$ cat src/rtl/intr_prio_pkg.sv
package intr_prio_pkg;
    localparam int NSRC  = 7;
    localparam int CW    = $clog2(NSRC);
    localparam int SWI_W = 16;
    localparam int LVL_W = $clog2(SWI_W);
    localparam int TL_W  = 3;
    localparam int VEC_LVL_LIMIT = 6;

    typedef enum logic [CW-1:0] {
        SRC_TLZ  = 3'd0,
        SRC_HTK  = 3'd1,
        SRC_VEC  = 3'd2,
        SRC_CMSG = 3'd3,
        SRC_DMSG = 3'd4,
        SRC_RERR = 3'd5,
        SRC_SOFT = 3'd6
    } src_e;

    typedef struct packed {
        logic             valid;
        src_e             code;
        logic [LVL_W-1:0] lvl;
    } pick_t;

    function automatic logic [LVL_W-1:0] top_level(input logic [SWI_W-1:0] v);
        logic [LVL_W-1:0] r;
        r = '0;
        for (int i = 1; i < SWI_W; i++)
            if (v[i]) r = LVL_W'(i);
        return r;
    endfunction
endpackage

$ cat src/rtl/intr_pend_flags.sv
module intr_pend_flags #(
    parameter int N = 7
) (
    input  logic         clk,
    input  logic         rst,
    input  logic [N-1:0] set_i,
    input  logic [N-1:0] clr_i,
    output logic [N-1:0] flags_o
);
    always_ff @(posedge clk) begin
        if (rst) flags_o <= '0;
        else     flags_o <= (flags_o & ~clr_i) | set_i;
    end
endmodule

$ cat src/rtl/intr_soft_lvl.sv
module intr_soft_lvl
    import intr_prio_pkg::*;
(
    input  logic [SWI_W-1:0] softint_i,
    output logic [LVL_W-1:0] lvl_o,
    output logic             more_o
);
    logic [SWI_W-1:0] rest;
    always_comb begin
        lvl_o = top_level(softint_i);
        rest  = softint_i;
        rest[0] = 1'b0;
        rest[lvl_o] = 1'b0;
        more_o = |rest;
    end
endmodule

$ cat src/rtl/intr_pick.sv
module intr_pick
    import intr_prio_pkg::*;
(
    input  logic [NSRC-1:0]  flags_i,
    input  logic             hpriv_i,
    input  logic             ie_i,
    input  logic             tlz_en_i,
    input  logic [TL_W-1:0]  trap_lvl_i,
    input  logic             hyp_pend_i,
    input  logic [LVL_W-1:0] soft_lvl_i,
    input  logic [LVL_W-1:0] pil_i,
    output pick_t            pick_o
);
    function automatic pick_t mk(input src_e c, input logic [LVL_W-1:0] l);
        pick_t p;
        p.valid = 1'b1;
        p.code  = c;
        p.lvl   = l;
        return p;
    endfunction

    logic htk_ok;
    assign htk_ok = flags_i[SRC_HTK] && hyp_pend_i;

    always_comb begin
        pick_o = '0;
        if (hpriv_i) begin
            if (ie_i) begin
                if (htk_ok)                pick_o = mk(SRC_HTK, '0);
                else if (flags_i[SRC_VEC]) pick_o = mk(SRC_VEC, '0);
            end
        end else begin
            if (flags_i[SRC_TLZ] && tlz_en_i && trap_lvl_i == '0)
                pick_o = mk(SRC_TLZ, '0);
            else if (htk_ok)
                pick_o = mk(SRC_HTK, '0);
            else if (ie_i) begin
                if (flags_i[SRC_CMSG])
                    pick_o = mk(SRC_CMSG, '0);
                else if (flags_i[SRC_DMSG])
                    pick_o = mk(SRC_DMSG, '0);
                else if (flags_i[SRC_SOFT] && soft_lvl_i < LVL_W'(VEC_LVL_LIMIT)
                         && flags_i[SRC_VEC])
                    pick_o = mk(SRC_VEC, '0);
                else if (flags_i[SRC_SOFT] && soft_lvl_i > pil_i)
                    pick_o = mk(SRC_SOFT, soft_lvl_i);
                else if (flags_i[SRC_RERR])
                    pick_o = mk(SRC_RERR, '0);
            end
        end
    end
endmodule

$ cat src/rtl/intr_prio_sel.sv
module intr_prio_sel
    import intr_prio_pkg::*;
(
    input  logic             clk,
    input  logic             rst,
    input  logic [NSRC-1:0]  post_i,
    input  logic             hpriv_i,
    input  logic             ie_i,
    input  logic             tlz_en_i,
    input  logic [TL_W-1:0]  trap_lvl_i,
    input  logic             hyp_pend_i,
    input  logic [SWI_W-1:0] softint_i,
    input  logic [LVL_W-1:0] pil_i,
    input  logic             take_i,
    output logic             any_pend_o,
    output logic             sel_valid_o,
    output logic [NSRC-1:0]  sel_onehot_o,
    output logic [CW-1:0]    sel_code_o,
    output logic [LVL_W-1:0] soft_lvl_o
);
    logic [NSRC-1:0]  flags;
    logic [NSRC-1:0]  clr;
    logic [LVL_W-1:0] lvl;
    logic             more;
    pick_t            pick;

    intr_soft_lvl u_lvl (
        .softint_i (softint_i),
        .lvl_o     (lvl),
        .more_o    (more)
    );

    intr_pick u_pick (
        .flags_i    (flags),
        .hpriv_i    (hpriv_i),
        .ie_i       (ie_i),
        .tlz_en_i   (tlz_en_i),
        .trap_lvl_i (trap_lvl_i),
        .hyp_pend_i (hyp_pend_i),
        .soft_lvl_i (lvl),
        .pil_i      (pil_i),
        .pick_o     (pick)
    );

    always_comb begin
        sel_onehot_o = '0;
        if (pick.valid) sel_onehot_o[pick.code] = 1'b1;
        clr = '0;
        if (take_i && pick.valid && !(pick.code == SRC_SOFT && more))
            clr = sel_onehot_o;
    end

    intr_pend_flags #(.N(NSRC)) u_flags (
        .clk     (clk),
        .rst     (rst),
        .set_i   (post_i),
        .clr_i   (clr),
        .flags_o (flags)
    );

    assign any_pend_o  = |flags;
    assign sel_valid_o = pick.valid;
    assign sel_code_o  = pick.code;
    assign soft_lvl_o  = pick.lvl;
endmodule

$ cat config.mk
export PLATFORM = sky130hd
export DESIGN_NAME = intr_prio_sel
export DESIGN_NICKNAME = d
export VERILOG_FILES = /design/src/rtl/intr_prio_pkg.sv /design/src/rtl/intr_pend_flags.sv /design/src/rtl/intr_soft_lvl.sv /design/src/rtl/intr_pick.sv /design/src/rtl/intr_prio_sel.sv
export SDC_FILE = /design/constraint.sdc
export NUM_CORES = 1
export LEC_CHECK = 0
export BUFFER_PORTS_ARGS = -buffer_cell sky130_fd_sc_hd__buf_4
export CAP_MARGIN = 20
export CELL_PAD_IN_SITES_DETAIL_PLACEMENT = 1
export CELL_PAD_IN_SITES_GLOBAL_PLACEMENT = 2
export CORE_UTILIZATION = 23
export CTS_BUF_LIST = sky130_fd_sc_hd__clkbuf_16
export CTS_CLUSTER_SIZE = 12
export DETAILED_ROUTE_END_ITERATION = 16
export PLACE_DENSITY = 0.88
export SYNTH_ARGS = -nofsm -noshare
export SYNTH_HDL_FRONTEND = slang
export SYNTH_SLANG_ARGS = --single-unit
$ cat constraint.sdc
create_clock -name clk -period 2.8 [get_ports clk]
set_input_delay 0.14 -clock clk [delete_from_list [all_inputs] [get_ports clk]]
set_output_delay 0.14 -clock clk [all_outputs]
set_load 0.02 [all_outputs]
[Word level (Yosys, flattened, before mapping)]
Cells that the tools add are included.
Word-level totals
  bits in registers: 7
  logic and storage cells: 61
  output and inout bits: 16
Operators by class
  multiplexer cells: 33
  reductions and logical operators: 15
  equality and inequality tests: 1
  bitwise gates (word level): 5
  $lt $le $gt $ge: 6
Operators with widths (number)
  8-bit 2-to-1 mux: 12
  4-bit 2-to-1 mux: 8
  16-bit bitwise AND: 1
  16-bit NOT: 1
  16-bit OR reduction: 1
  7-bit 2-to-1 mux: 2
  3-bit 2-to-1 mux: 4
  1-bit logical AND: 11
  7-bit bitwise AND: 1
  7-bit NOT: 1
  7-bit OR: 1
  7-bit OR reduction: 1
  4-bit by 5-bit less-than comparator with 1-bit output, second input constant: 1
  1-bit demux with 4-bit select: 1
  4-bit by 1-bit >= comparator with 1-bit output, second input constant: 1
  4-bit greater-than comparator: 1
  3-bit by 4-bit less-than comparator with 1-bit output, second input constant: 1
  4-bit by 3-bit less-than comparator with 1-bit output, second input constant: 1
  2-bit 2-to-1 mux: 2
  1-bit demux with 3-bit select: 1
  3-bit == test, second input constant: 1
  3-bit by 1-bit >= comparator with 1-bit output, second input constant: 1
  3-bit zero test: 1
  1-bit 2-to-1 mux: 3
  1-bit zero test: 1

[Depth between registers and ports, before layout]
Gate-level depths: netlist (run 1).
  depth after elaboration: 34
  gate-level depth with buffers: 12
  gate-level depth less buffers: 12

[By module]
From an unflattened synthesis (run 1), not the netlist that was laid out.
Unflattened totals
  cell total of the unflattened synthesis: 149
  area total of the unflattened synthesis: 1052.3 µm²
Modules (own cells, without submodules)
  intr_pick: area an instance 340.3 µm², cells each 51, sequential area each 0.0 µm², times used 1
  intr_pend_flags: area an instance 297.8 µm², cells each 28, sequential area each 140.1 µm², times used 1
  intr_soft_lvl: area an instance 296.5 µm², cells each 46, sequential area each 0.0 µm², times used 1
  intr_prio_sel: area an instance 117.6 µm², cells each 24, sequential area each 0.0 µm², times used 1

[Least setup slack after synthesis (run 1)]
No wires, ideal clock.
  kind: input to output
  from: input softint_i[13]
  to: output sel_onehot_o[2]
  data required time: 2.660 ns
  arrival time: 2.657 ns
  slack: 0.003 ns
  stages on the path: 12
  path buffers: 1
  cells stage by stage: buf_4 > or4_1 > o22ai_1 > nor2_1 > nor2_1 > ha_1 > nand4_1 > nand2_1 > a21o_1 > a21oi_1 > nor2b_1 > and2_1
On the way
  longest elaborated chain between the ends: 18
  elaborated cells between the ends (all ways): 22
  classes of those cells: order compare (4); mux (14); reduce/logical (4)
Ends and longest elaborated chain
  from (decl): RTL line intr_prio_sel.sv:12  | input logic [SWI_W-1:0] softint_i,
  4-bit 2-to-1 mux * (3 in a row): RTL line intr_prio_pkg.sv:29  | if (v[i]) r = LVL_W'(i);
  4-bit greater-than comparator or 4-bit by 3-bit less-than comparator with 1-bit output (tied branches): RTL line intr_pick.sv:45, intr_pick.sv:42
  1-bit logical AND, on equally long branches: RTL line intr_pick.sv:45, intr_pick.sv:42
  8-bit 2-to-1 mux or 1-bit logical AND (tied branches): RTL line intr_pick.sv:45, intr_pick.sv:43
  8-bit 2-to-1 mux *: RTL line intr_pick.sv:42  | else if (flags_i[SRC_SOFT] && soft_lvl_i < LVL_W'(VEC_LVL_LIMIT)
  8-bit 2-to-1 mux *: RTL line intr_pick.sv:40  | else if (flags_i[SRC_DMSG])
  8-bit 2-to-1 mux *: RTL line intr_pick.sv:38  | if (flags_i[SRC_CMSG])
  8-bit 2-to-1 mux *: RTL line intr_pick.sv:37  | else if (ie_i) begin
  8-bit 2-to-1 mux *: RTL line intr_pick.sv:35  | else if (htk_ok)
  8-bit 2-to-1 mux *: RTL line intr_pick.sv:33  | if (flags_i[SRC_TLZ] && tlz_en_i && trap_lvl_i == '0)
  8-bit 2-to-1 mux *: RTL line intr_pick.sv:27  | if (hpriv_i) begin
  net sel_code_o[2]: RTL line intr_prio_sel.sv:18  | output logic [CW-1:0] sel_code_o,
  3-bit by 4-bit less-than comparator with 1-bit output (implied by the code) or 3-bit by 1-bit >= comparator with 1-bit output (tied branches): RTL line intr_prio_sel.sv:47  | if (pick.valid) sel_onehot_o[pick.code] = 1'b1;
  1-bit logical AND (implied by the code): RTL line intr_prio_sel.sv:47
  1-bit 2-to-1 mux (implied by the code): RTL line intr_prio_sel.sv:47
  1-bit demux with 3-bit select *: RTL line intr_prio_sel.sv:47
  7-bit 2-to-1 mux *: RTL line intr_prio_sel.sv:47
  to (decl): RTL line intr_prio_sel.sv:17  | output logic [NSRC-1:0] sel_onehot_o,
Mark *: on every way through the listed nets, which the timed path passes. The rest lies on a longest branch.

[Final worst setup path (run 1)]
  from: input softint_i[9]
  to: output sel_onehot_o[5]
On the way
  longest elaborated chain between the ends: 22
  elaborated cells between the ends (all ways): 26
  classes of those cells: order compare (4); mux (18); reduce/logical (4)
Ends and longest elaborated chain (RTL line)
  4-bit 2-to-1 mux * (7 in a row): intr_prio_pkg.sv:29
  4-bit greater-than comparator or 4-bit by 3-bit less-than comparator with 1-bit output (tied branches): intr_pick.sv:45, intr_pick.sv:42
  1-bit logical AND, on equally long branches: intr_pick.sv:45, intr_pick.sv:42
  8-bit 2-to-1 mux or 1-bit logical AND (tied branches): intr_pick.sv:45, intr_pick.sv:43
  8-bit 2-to-1 mux *: intr_pick.sv:42
  8-bit 2-to-1 mux *: intr_pick.sv:40
  8-bit 2-to-1 mux *: intr_pick.sv:38
  8-bit 2-to-1 mux *: intr_pick.sv:37
  8-bit 2-to-1 mux *: intr_pick.sv:35
  8-bit 2-to-1 mux *: intr_pick.sv:33
  8-bit 2-to-1 mux *: intr_pick.sv:27
  3-bit by 4-bit less-than comparator with 1-bit output (implied by the code) or 3-bit by 1-bit >= comparator with 1-bit output (tied branches): intr_prio_sel.sv:47
  1-bit logical AND (implied by the code): intr_prio_sel.sv:47
  1-bit 2-to-1 mux (implied by the code): intr_prio_sel.sv:47
  1-bit demux with 3-bit select: intr_prio_sel.sv:47
  7-bit 2-to-1 mux *: intr_prio_sel.sv:47
Every way passes the cells marked *; elsewhere a longest branch is shown, timed or not.

==> results.md, run 1 <==
- Top flop regs: u_flags.flags_o: 7 flops
- Mapped Area: 1070 µm²
- Status: finished, final reports clean
- Vias in the first global route: 1,432
- Diode count: 0
- Adder and majority gate portion of the synthesized area: 0.0468
- Skew final: 0.00197 ns
- Final instance area: 1760 µm²
- Max Cap Violations: 0
- Vias per cell: 5.12
- Top_reg_cell synth: dfxtp_1
- Post-CTS sizing: 1
- Most frequent cells in the layout: buf_4 (69), nor2_1 (25), inv_1 (13), nand2_1 (12), a21oi_1 (9)
- Clock tree buffer depth: 2
- Post-Synth Simple-Gate Area: 0.399
- Max-slew violations: 0
- Unrepaired setup endpoints after global routing: no
- Hold-fix buffers, CTS: 0
- HPWL Detailed: 3220 µm
- Final setup TNS: 0 ns
- Worst-case headroom to the max-slew limit: 0.657
- Root Driver: clkbuf_16
- Post-DRT Antenna Nets: 0
- LEAKAGE: 0.811 nW
- Power Density: 329 nW/µm²
- Count of cell types in the netlist: 53
- Min Tclk post-route: 2.61 ns
- Crit path DAT: 2.47 ns
- EDFF count, synth: 0
- Crit path launch type: primary input
- Largest net degree at the start of global routing: 10
- Drt drc: 0
- Post-CTS Setup Inserts: 0
- Most common cell after layout, fill and taps aside: buf_4
- CP Data Required Time: 2.66 ns
- Final hold vios: 0
- Multiplexer area fraction after synthesis: 0
- Starting Density: 0.242
- Compound-Gate Fraction of Synth Area: 0.357
- DR top layer: met4
- Initial detailed-routing violation count: 60
- Instance count of the mapped netlist: 156
- Sequential area share after synthesis: 0.131
- Main combinational cell family by area after synthesis: simple AND/OR/NAND/NOR gates
- Final GP Congestion: 0.801
- Sequential cell area: 140 µm²
- Syn_nets: 197
- CP endpoint kind: primary output
- Syn Area/Cell: 6.86 µm²
- Core Area: 4410 µm²
- Clock Sink Count: 7
- # setup viols final: 0
- Clock slew at reported path FFs: 0.04 ns
- Crit path max fanout: 4
- Layout Nets: 267
- Post-synthesis xor/xnor area fraction: 0
- Worst hold slack: 0.129 ns
- P&R area growth vs syn: 64.2%
- Num rows: 24
- Clock buffer count from CTS: 3
- Die area: 4930 µm²
- DRT Pass-1 Iters: 4
- Path type of the worst setup path: primary input to primary output
- Met3 routed WL: 107 µm
- Grt total ovfl: 0
- Hold crit path type: primary input to flip-flop
- WL met1: 1990 µm
- Tot Pwr: 578 µW
- Fillcell total: 557
- Max reg flops: 7
- CTS H-tree lvls: 1
- Area of the multi-input gates: 902 µm²
- Drt wl/cell: 14.2 µm
- First-pass GRT wire length: 6640 µm
- Syn. warnings: 0
- CTS tree: done
- Worst-margin pin slew: 0.511 ns
- #FFs+latches synth: 7
- Vias: 1,419
- Ys async rst share: 0
- Fmax: 383 MHz
- Ports: 53
- Die height: 70.2 µm
- Clock Latency Late Sink: 0.23 ns
- Initial antenna violation count: 0
- PortBufs: 51
- Die extent in x: 70.2 µm
- WL final: 3940 µm
- Cell Area, Placed: 1630 µm²
- Maximum vdd ir drop: 0.191 mV
- Final Util: 0.398
- Tcrit/Tclk final: 0.932
- Global router's overall resource usage: 0.164
- Met2 WL: 1800 µm
- Share of cells above drive strength 1: 0.396
- Biggest register: u_flags.flags_o
==> report_power, final <==
part | total, mW | internal, mW | switching [mW]
clock network | 0.243 | 0.186 | 0.0569
logic | 0.216 | 0.107 | 0.109
registers | 0.119 | 0.108 | 0.0112
==> worst paths after layout <==
check / start / endpoint / slack (ns) / depth (start not counted)
worst min-delay path: rst / u_flags.flags_o[5] / 0.13 / 2
worst max-delay path: softint_i[9] / sel_onehot_o[5] / 0.19 / 13
worst min register to register: u_flags.flags_o[1] / u_flags.flags_o[1] / 0.54 / 2
worst max register to register: u_flags.flags_o[0] / u_flags.flags_o[2] / 0.87 / 7
==> logic make-up after synthesis <==
family / count (synthesis)
flip-flops: 7
AO/OA/AOI/OAI: 50
adder cells (fa/ha/maj): 4
AND/OR/NAND/NOR: 77
buffers and inverters: 18
==> worst max-delay path: stages <==
cell,delay (ns)
buf_4,0.11
or4_1,0.56
o22ai_2,0.14
nor2_1,0.09
nor2_2,0.11
ha_1,0.24
nand4_1,0.09
nand2_1,0.07
a21o_1,0.18
buf_4,0.15
a41o_4,0.28
and2_4,0.16
buf_4,0.15
==> final cells by class <==
| class | instances | area share |
|---|---|---|
| multi-input combinational | 131 | 0.514 |
| clock inverter | 1 | 0.00214 |
| tap | 52 | 0.0370 |
| timing repair buffer | 69 | 0.295 |
| clock buffer | 3 | 0.0427 |
| inverter | 14 | 0.0299 |
| sequential | 7 | 0.0798 |
==> cells in the mapped netlist, types with 2 or more instances <==
master     n  area, µm²
a41oi_1    3       26.3
a21o_1     2       15.0
nor2_1    26       97.6
clkbuf_1   3       11.3
nand3_1    3       15.0
inv_1     12       45.0
and2_4     2       17.5
ha_1       4       50.1
a311oi_1   4       35.0
a31oi_1    3       18.8
nor3_1     7       35.0
o31ai_1    3       22.5
and2_1     3       18.8
dfxtp_1    7        140
nand2_1   12       45.0
nand2b_1   4       25.0
nor2b_1    6       37.5
a221oi_1   2       17.5
or4_1      2       15.0
o211ai_1   3       22.5
o21ai_0    4       20.0
a21oi_1   10       50.1
==> routing by layer <==
| layer | GRT usage | up-vias |
|---|---|---|
| met4 | 0.0400 | 0 |
| met2 | 0.267 | 29 |
| li1 | - | 730 |
| met3 | 0.0159 | 5 |
| met1 | 0.231 | 655 |
| met5 | 0 | - |
==> per-stage QoR <==
| step | setup slack (ns) | instances |
|---|---|---|
| global route | 0.0297 | 277 |
| floorplan | 0.00347 | 156 |
| finish | 0.191 | 277 |
| detailed placement | 0.00363 | 273 |
| CTS | 0.0455 | 277 |
| global placement | 0.0440 | 273 |
Power figures use the tool's default switching activity.
==> inputs of run 2 (changes only) <==
--- a/config.mk
+++ b/config.mk
@@ -9,9 +9,9 @@
 export CAP_MARGIN = 20
 export CELL_PAD_IN_SITES_DETAIL_PLACEMENT = 1
 export CELL_PAD_IN_SITES_GLOBAL_PLACEMENT = 2
+export CORE_MARGIN = 3
 export CORE_UTILIZATION = 23
-export CTS_BUF_LIST = sky130_fd_sc_hd__clkbuf_16
-export CTS_CLUSTER_SIZE = 12
+export CTS_CLUSTER_SIZE = 20
 export DETAILED_ROUTE_END_ITERATION = 16
 export PLACE_DENSITY = 0.88
 export SYNTH_ARGS = -nofsm -noshare
==> run 2 against run 1 <==
  * Sequential share of layout area grew 0.35 points
  * Register-to-register slack worse by 0.06 ns
  * Clock skew is 0.00079 ns higher
  * Clock power decreased by 40%
  * First-iteration DRC count down 1.7%
  * Via count decreased by 0.14%
  * Non-clock buffer count down 3
  * Critical path type unchanged
  * Power fell by 18%
==> results.md, run 2 (synthesized netlist as in run 1, its figures left out) <==
- Global router's overall resource usage: 0.143 (-0.0208)
- Layout Nets: 264 (-1.1%)
- Most common cell after layout, fill and taps aside: buf_4
- Worst-margin pin slew: 0.450 ns (-0.0605 ns)
- Worst hold slack: 0.134 ns (+0.00577 ns)
- Min Tclk post-route: 2.60 ns (-0.00441 ns)
- Ports: 53 (unchanged)
- Vias per cell: 5.17 (+0.95%)
- Max-slew violations: 0 (unchanged)
- Biggest register: u_flags.flags_o
- First-pass GRT wire length: 6260 µm (-5.7%)
- Die area: 5510 µm² (+12%)
- Met2 WL: 1900 µm (+5.4%)
- Fmax: 384 MHz (+0.17%)
- Path type of the worst setup path: primary input to primary output
- HPWL Detailed: 3370 µm (+4.4%)
- Final hold vios: 0 (unchanged)
- Initial detailed-routing violation count: 59 (-1.7%)
- Crit path DAT: 2.46 ns (about the same)
- Drt wl/cell: 14.6 µm (+2.6%)
- Met3 routed WL: 150 µm (+40%)
- Most common cell on crit path: buf_4
- Die extent in x: 74.2 µm (+5.7%)
- Clock buffer count from CTS: 3 (unchanged)
- Vias: 1,417 (-0.14%)
- Worst-case headroom to the max-slew limit: 0.698 (+0.0407)
- Num rows: 24 (unchanged)
- Max Cap Violations: 0 (unchanged)
- CTS tree: done
- Reg-to-Reg End: u_flags.flags_o[5]
- Pre-CTS setup slack: 0.0829 ns (+0.0793 ns)
- Share of cells above drive strength 1: 0.378 (-0.0172)
- Most frequent cells in the layout: buf_4 (66), nor2_1 (26), nand2_1 (12), inv_1 (12), a21oi_1 (9)
- Hold endpoint: u_flags.flags_o[5]
- Final GP Congestion: 0.819 (+2.3%)
- Critical Path Source: softint_i[9]
- Clock tree buffer depth: 2 (unchanged)
- Slowest stage cell, crit path: or4_1
- P&R area growth vs syn: 57.3%
- Crit path launch type: primary input
- Initial antenna violation count: 0 (unchanged)
- Unrepaired setup endpoints after global routing: no
- # setup viols final: 0 (unchanged)
- Power Density: 281 nW/µm² (-14%)
- Reg-to-Reg Start: u_flags.flags_o[0]
- Clock Sink Count: 7 (unchanged)
- CP Data Required Time: 2.66 ns (about the same)
- Post-DRT Antenna Nets: 0 (unchanged)
- Hold-fix buffers, CTS: 0 (unchanged)
- PortBufs: 51 (unchanged)
- Worst Hold Depth: 2 (unchanged)
- WL met1: 1940 µm (-2.4%)
- Starting Density: 0.242 (unchanged)
- DR top layer: met4
- Largest net degree at the start of global routing: 10 (unchanged)
- Top flop regs: u_flags.flags_o: 7 flops
- LEAKAGE: 0.779 nW (-4.0%)
- CP endpoint kind: primary output
- Vias in the first global route: 1,334 (-6.8%)
- Root Driver: clkbuf_8
- Worst R2R Path Depth: 6 (-1)
- Drt drc: 0 (unchanged)
- Setup slack after layout: 0.195 ns (+0.00442 ns)
- Skew final: 0.00277 ns (+0.000792 ns)
- DRT Pass-1 Iters: 4 (unchanged)
- WL final: 4000 µm (+1.5%)
- Grt total ovfl: 0 (unchanged)
- Slowest stage delay, CP: 0.56 ns (about the same)
- Crit path max fanout: 4 (unchanged)
- Clock slew at reported path FFs: 0.04 ns (about the same)
- Final setup TNS: 0 ns (unchanged)
- Status: finished, final reports clean
- Tcrit/Tclk final: 0.930 (-0.00158)
- R2R setup slack: 0.81 ns (-0.06 ns)
- CP Cell Sequence: buf_4 -> or4_1 -> o22ai_2 -> nor2_1 -> nor2_1 -> ha_1 -> nor2b_1 -> o211ai_1 -> a21oi_1 -> o2111ai_1 -> buf_4 -> and3_1 -> buf_4
- Die height: 74.2 µm (+5.7%)
- Maximum vdd ir drop: 0.162 mV (-15%)
- Hold Path Origin: rst
- Hold crit path type: primary input to flip-flop
- Diode count: 0 (unchanged)
- Max reg flops: 7 (unchanged)
- Clock Latency Late Sink: 0.23 ns (about the same)
- CTS H-tree lvls: 1 (unchanged)
- Core Area: 4410 µm² (unchanged)
## run 2: repair_timing
action / 4_1_cts / 5_1_grt
resized for setup: 0 / 5
setup endpoints to repair: 0 / 4
buffers inserted: 0 / 0
## run 2: layout make-up
| class | count | area (µm²) |
|---|---|---|
| Sequential cell | 7 | 140 |
| Tap cell | 52 | 65.1 |
| Multi-Input combinational cell | 131 | 885 |
| Timing Repair Buffer | 66 | 495 |
| Clock buffer | 4 | 45.0 |
| Inverter | 14 | 52.6 |
| Fill cell | 563 | 2730 |
## run 2: metal layers
| metal | vias to the layer above | GRT usage |
|---|---|---|
| li1 | 722 | - |
| met3 | 2 | 0.0135 |
| met5 | - | 0 |
| met4 | 0 | 0.0241 |
| met1 | 663 | 0.205 |
| met2 | 30 | 0.235 |
## run 2: through the flow
step	instance area [µm²]	total power [mW]	instances	utilization
after CTS	1660	0.473	274	0.375
final	1680	0.474	274	0.381
after floorplan	1070	0.218	156	-
after global placement	1610	0.323	270	0.365
after global routing	1680	0.508	274	0.381
after detailed placement	1610	0.326	270	0.365
## run 2: worst max path at each step
stage / endpoint / slack (ns) / cells past startpoint
after CTS: sel_onehot_o[2] / 0.08 / 13
after global routing: sel_onehot_o[2] / 0.02 / 13
after detailed placement: u_flags.flags_o[5] / 0.08 / 13
after global placement: sel_onehot_o[2] / 0.08 / 13
final: sel_onehot_o[4] / 0.20 / 13
after floorplan: sel_onehot_o[2] / 0.003 / 12
## run 2: worst max-delay path: cells and delay by family
| family | cells | cell delay [ns] |
|---|---|---|
| buffers and inverters | 3 | 0.43 |
| AND/OR/NAND/NOR | 5 | 0.94 |
| adder cells (fa/ha/maj) | 1 | 0.16 |
| AO/OA/AOI/OAI | 4 | 0.79 |
## run 2: where the power goes
part           leakage (nW)  total (mW)  switching [mW]  internal (mW)
clock network        0.0228       0.145          0.0463         0.0987
logic                 0.698       0.210           0.106          0.104
registers            0.0587       0.119          0.0107          0.108
total                 0.779       0.474           0.163          0.310
==> inputs of run 3 (changes only) <==
--- a/config.mk
+++ b/config.mk
@@ -5,15 +5,16 @@
 export SDC_FILE = /design/constraint.sdc
 export NUM_CORES = 1
 export LEC_CHECK = 0
+export ABC_AREA = 1
 export BUFFER_PORTS_ARGS = -buffer_cell sky130_fd_sc_hd__buf_4
 export CAP_MARGIN = 20
 export CELL_PAD_IN_SITES_DETAIL_PLACEMENT = 1
 export CELL_PAD_IN_SITES_GLOBAL_PLACEMENT = 2
-export CORE_MARGIN = 3
-export CORE_UTILIZATION = 23
+export CORE_MARGIN = 2
+export CORE_UTILIZATION = 22
 export CTS_CLUSTER_SIZE = 20
 export DETAILED_ROUTE_END_ITERATION = 16
-export PLACE_DENSITY = 0.88
+export PLACE_DENSITY = 0.89
 export SYNTH_ARGS = -nofsm -noshare
 export SYNTH_HDL_FRONTEND = slang
 export SYNTH_SLANG_ARGS = --single-unit
==> run 3 against run 2 <==
  * Via count is 3.0% higher
  * Critical path depth grew 17
  * Final area grew 16%
  * Highest routed layer unchanged
==> results.md, run 3 <==
- Min Tclk post-route: 2.70 ns (+0.0970 ns)
- Biggest register: u_flags.flags_o
- Count of cell types in the netlist: 32 (-40%)
- Clock slew at reported path FFs: 0.04 ns (about the same)
- Max reg flops: 7 (unchanged)
- Top flop regs: u_flags.flags_o: 7 flops
- Max-slew violations: 0 (unchanged)
- Hold crit path type: primary input to flip-flop
- Worst hold slack: 0.120 ns (-0.0140 ns)
- CP endpoint kind: primary output
- EDFF count, synth: 0 (unchanged)
- Setup slack after layout: 0.0982 ns (-0.0970 ns)
- Pre-CTS setup slack: -0.105 ns (-0.188 ns)
- M2 GR Usage: 0.223 (-0.0120)
- Power Density: 261 nW/µm² (-7.2%)
- CTS H-tree lvls: 1 (unchanged)
- Fmax: 370 MHz (-3.6%)
- Most common cell on crit path: nand2_1
- Most common cell after layout, fill and taps aside: buf_4
- Slowest stage delay, CP: 0.22 ns (-0.34 ns)
- Crit path max fanout: 4 (unchanged)
- Worst R2R Path Depth: 13 (+7)
- HPWL Detailed: 3160 µm (-6.0%)
- Final instance area: 1960 µm² (+16%)
- Syn Area/Cell: 5.78 µm² (-16%)
- Die area: 5710 µm² (+3.8%)
- CP Data Required Time: 2.66 ns (about the same)
- Clock tree buffer depth: 2 (unchanged)
- Skew final: 0.000807 ns (-0.00196 ns)
- Crit path DAT: 2.56 ns (+0.10 ns)
- Ports: 53 (unchanged)
- Drt wl/cell: 11.2 µm (-23%)
- Cell Area, Placed: 1720 µm² (+6.7%)
- Starting Density: 0.225 (-0.0173)
- Share of cells above drive strength 1: 0.496 (+0.118)
- Yosys top cell by area: nand2_1
- Status: finished, final reports clean
- Commonest cells post-synth: nand2_1 (53), inv_1 (36), nor2_1 (18), a21oi_1 (13), nand3_1 (12)
- Grt met1 use: 0.179 (-0.0256)
- Instance count of the mapped netlist: 195 (+25%)
- Global router's overall resource usage: 0.134 (-0.00934)
- Ys async rst share: 0 (unchanged)
- Final GP Congestion: 0.774 (-5.4%)
- # setup viols final: 0 (unchanged)
- Clock Sink Count: 7 (unchanged)
- Worst-case headroom to the max-slew limit: 0.829 (+0.132)
- CTS tree: done
- PortBufs: 51 (unchanged)
- Layout Nets: 312 (+18%)
- Met3 usage: 0.00926 (-0.00425)
- Top cell type's share of synthesized area: 0.176 (+0.0455)
- Num rows: 26 (+8.3%)
- Top Usage Layer GRT: met2
- Unrepaired setup endpoints after global routing: yes
- WL final: 3810 µm (-4.8%)
- P&R area growth vs syn: 73.6%
- Vias in the first global route: 1,404 (+5.2%)
- Hold-fix buffers, CTS: 0 (unchanged)
- Most frequent cell after synthesis: nand2_1
- Path type of the worst setup path: primary input to primary output
- LEAKAGE: 1.00 nW (+29%)
- Sequential area share after synthesis: 0.124 (-0.00669)
- Initial detailed-routing violation count: 29 (-51%)
- Vias per cell: 4.29 (-17%)
- Syn_nets: 236 (+20%)
- Diode count: 0 (unchanged)
- Worst-margin pin slew: 0.254 ns (-0.196 ns)
- Clock buffer count from CTS: 3 (unchanged)
- Final hold vios: 0 (unchanged)
- Initial antenna violation count: 0 (unchanged)
- Worst Hold Depth: 2 (unchanged)
- Drt drc: 0 (unchanged)
- Most frequent cells in the layout: buf_4 (63), nand2_1 (46), inv_1 (30), nor2_1 (12), nand2_2 (11)
- Leading post-synthesis cells by cell area: nand2_1 (18%), dfxtp_1 (12%), inv_1 (12%)
- Syn. warnings: 0 (unchanged)
- Maximum vdd ir drop: 0.294 mV (+81%)
- Mapped Area: 1130 µm² (+5.4%)
- Largest net degree at the start of global routing: 10 (unchanged)
- Grt total ovfl: 0 (unchanged)
- Tot Pwr: 511 µW (+7.9%)
- Tcrit/Tclk final: 0.965 (+0.0347)
- Vias: 1,459 (+3.0%)
- Root Driver: clkbuf_8
- Top_reg_cell synth: dfxtp_1
- Die extent in x: 75.6 µm (+1.9%)
- Fillcell total: 667 (+18%)
- Crit path launch type: primary input
- Core Area: 5010 µm² (+13%)
- Die height: 75.6 µm (+1.9%)
- First-pass GRT wire length: 5930 µm (-5.2%)
- Post-DRT Antenna Nets: 0 (unchanged)
- Slowest stage cell, crit path: and2_4
- #FFs+latches synth: 7 (unchanged)
- DRT Pass-1 Iters: 4 (unchanged)
- Max Cap Violations: 0 (unchanged)
- Clock Latency Late Sink: 0.23 ns (about the same)
==> run 3: worst paths after layout <==
path                            slack (ns)               start                 end
worst min-delay path                  0.12                 rst  u_flags.flags_o[6]
worst min register to register        0.49  u_flags.flags_o[0]  u_flags.flags_o[0]
worst max-delay path                   0.1        softint_i[2]       soft_lvl_o[1]
worst max register to register        0.89  u_flags.flags_o[0]  u_flags.flags_o[5]
==> run 3: critical path, delay by kind of cell <==
| kind | cells | cell delay, ns |
|---|---|---|
| AND/OR/NAND/NOR | 18 | 1.34 |
| adder cells (fa/ha/maj) | 1 | 0.15 |
| buffers and inverters | 7 | 0.48 |
| AO/OA/AOI/OAI | 4 | 0.44 |
==> run 3: per-layer routing <==
metal  wire, µm  part of all wire  vias to the layer above
li1           -                 -                      764
met1       1760              0.46                      667
met2       1900              0.50                       23
met3         83             0.022                        5
met4         64             0.017                        0
met5          0                 0                        -
==> run 3: timing repair <==
action | 4_1_cts | 5_1_grt
gates resized for setup | 4 | 44
endpoints found under the hold margin | 0 | 0
buffers inserted | 0 | 7
endpoints found under the setup margin | 9 | 22
pin swaps | 2 | 17
==> run 3: cell families (layout without fill, tap and decap cells) <==
group,after synthesis,in the layout,share of synthesized area
AOI/OAI and AO/OA,23,23,0.133
and+or+nand+nor,118,118,0.547
buffers and inverters,43,118,0.151
DFF,7,7,0.124
adders and majority gates,4,4,0.0444
==> run 3: layout make-up <==
type,instances,area [µm²],share of cell area
multi-input combinational,145,925,0.473
timing repair buffer,73,598,0.306
inverter,41,161,0.0825
sequential,7,140,0.0716
tap,70,87.6,0.0448
clock buffer,4,45.0,0.0230
==> run 3: report_power, final <==
part / switching (mW) / internal [mW]
clock network: 0.0432 / 0.0984
logic: 0.129 / 0.123
registers: 0.00929 / 0.108
total: 0.181 / 0.330
==> run 3: per-stage QoR <==
step | cells | utilization | TNS (ns)
3_3_place_gp | 330 | 0.343 | -0.133
3_5_place_dp | 330 | 0.343 | -0.836
4_1_cts | 334 | 0.354 | 0
5_1_grt | 340 | 0.391 | -1.49
2_1_floorplan | 195 | - | 0
6_report | 340 | 0.391 | 0
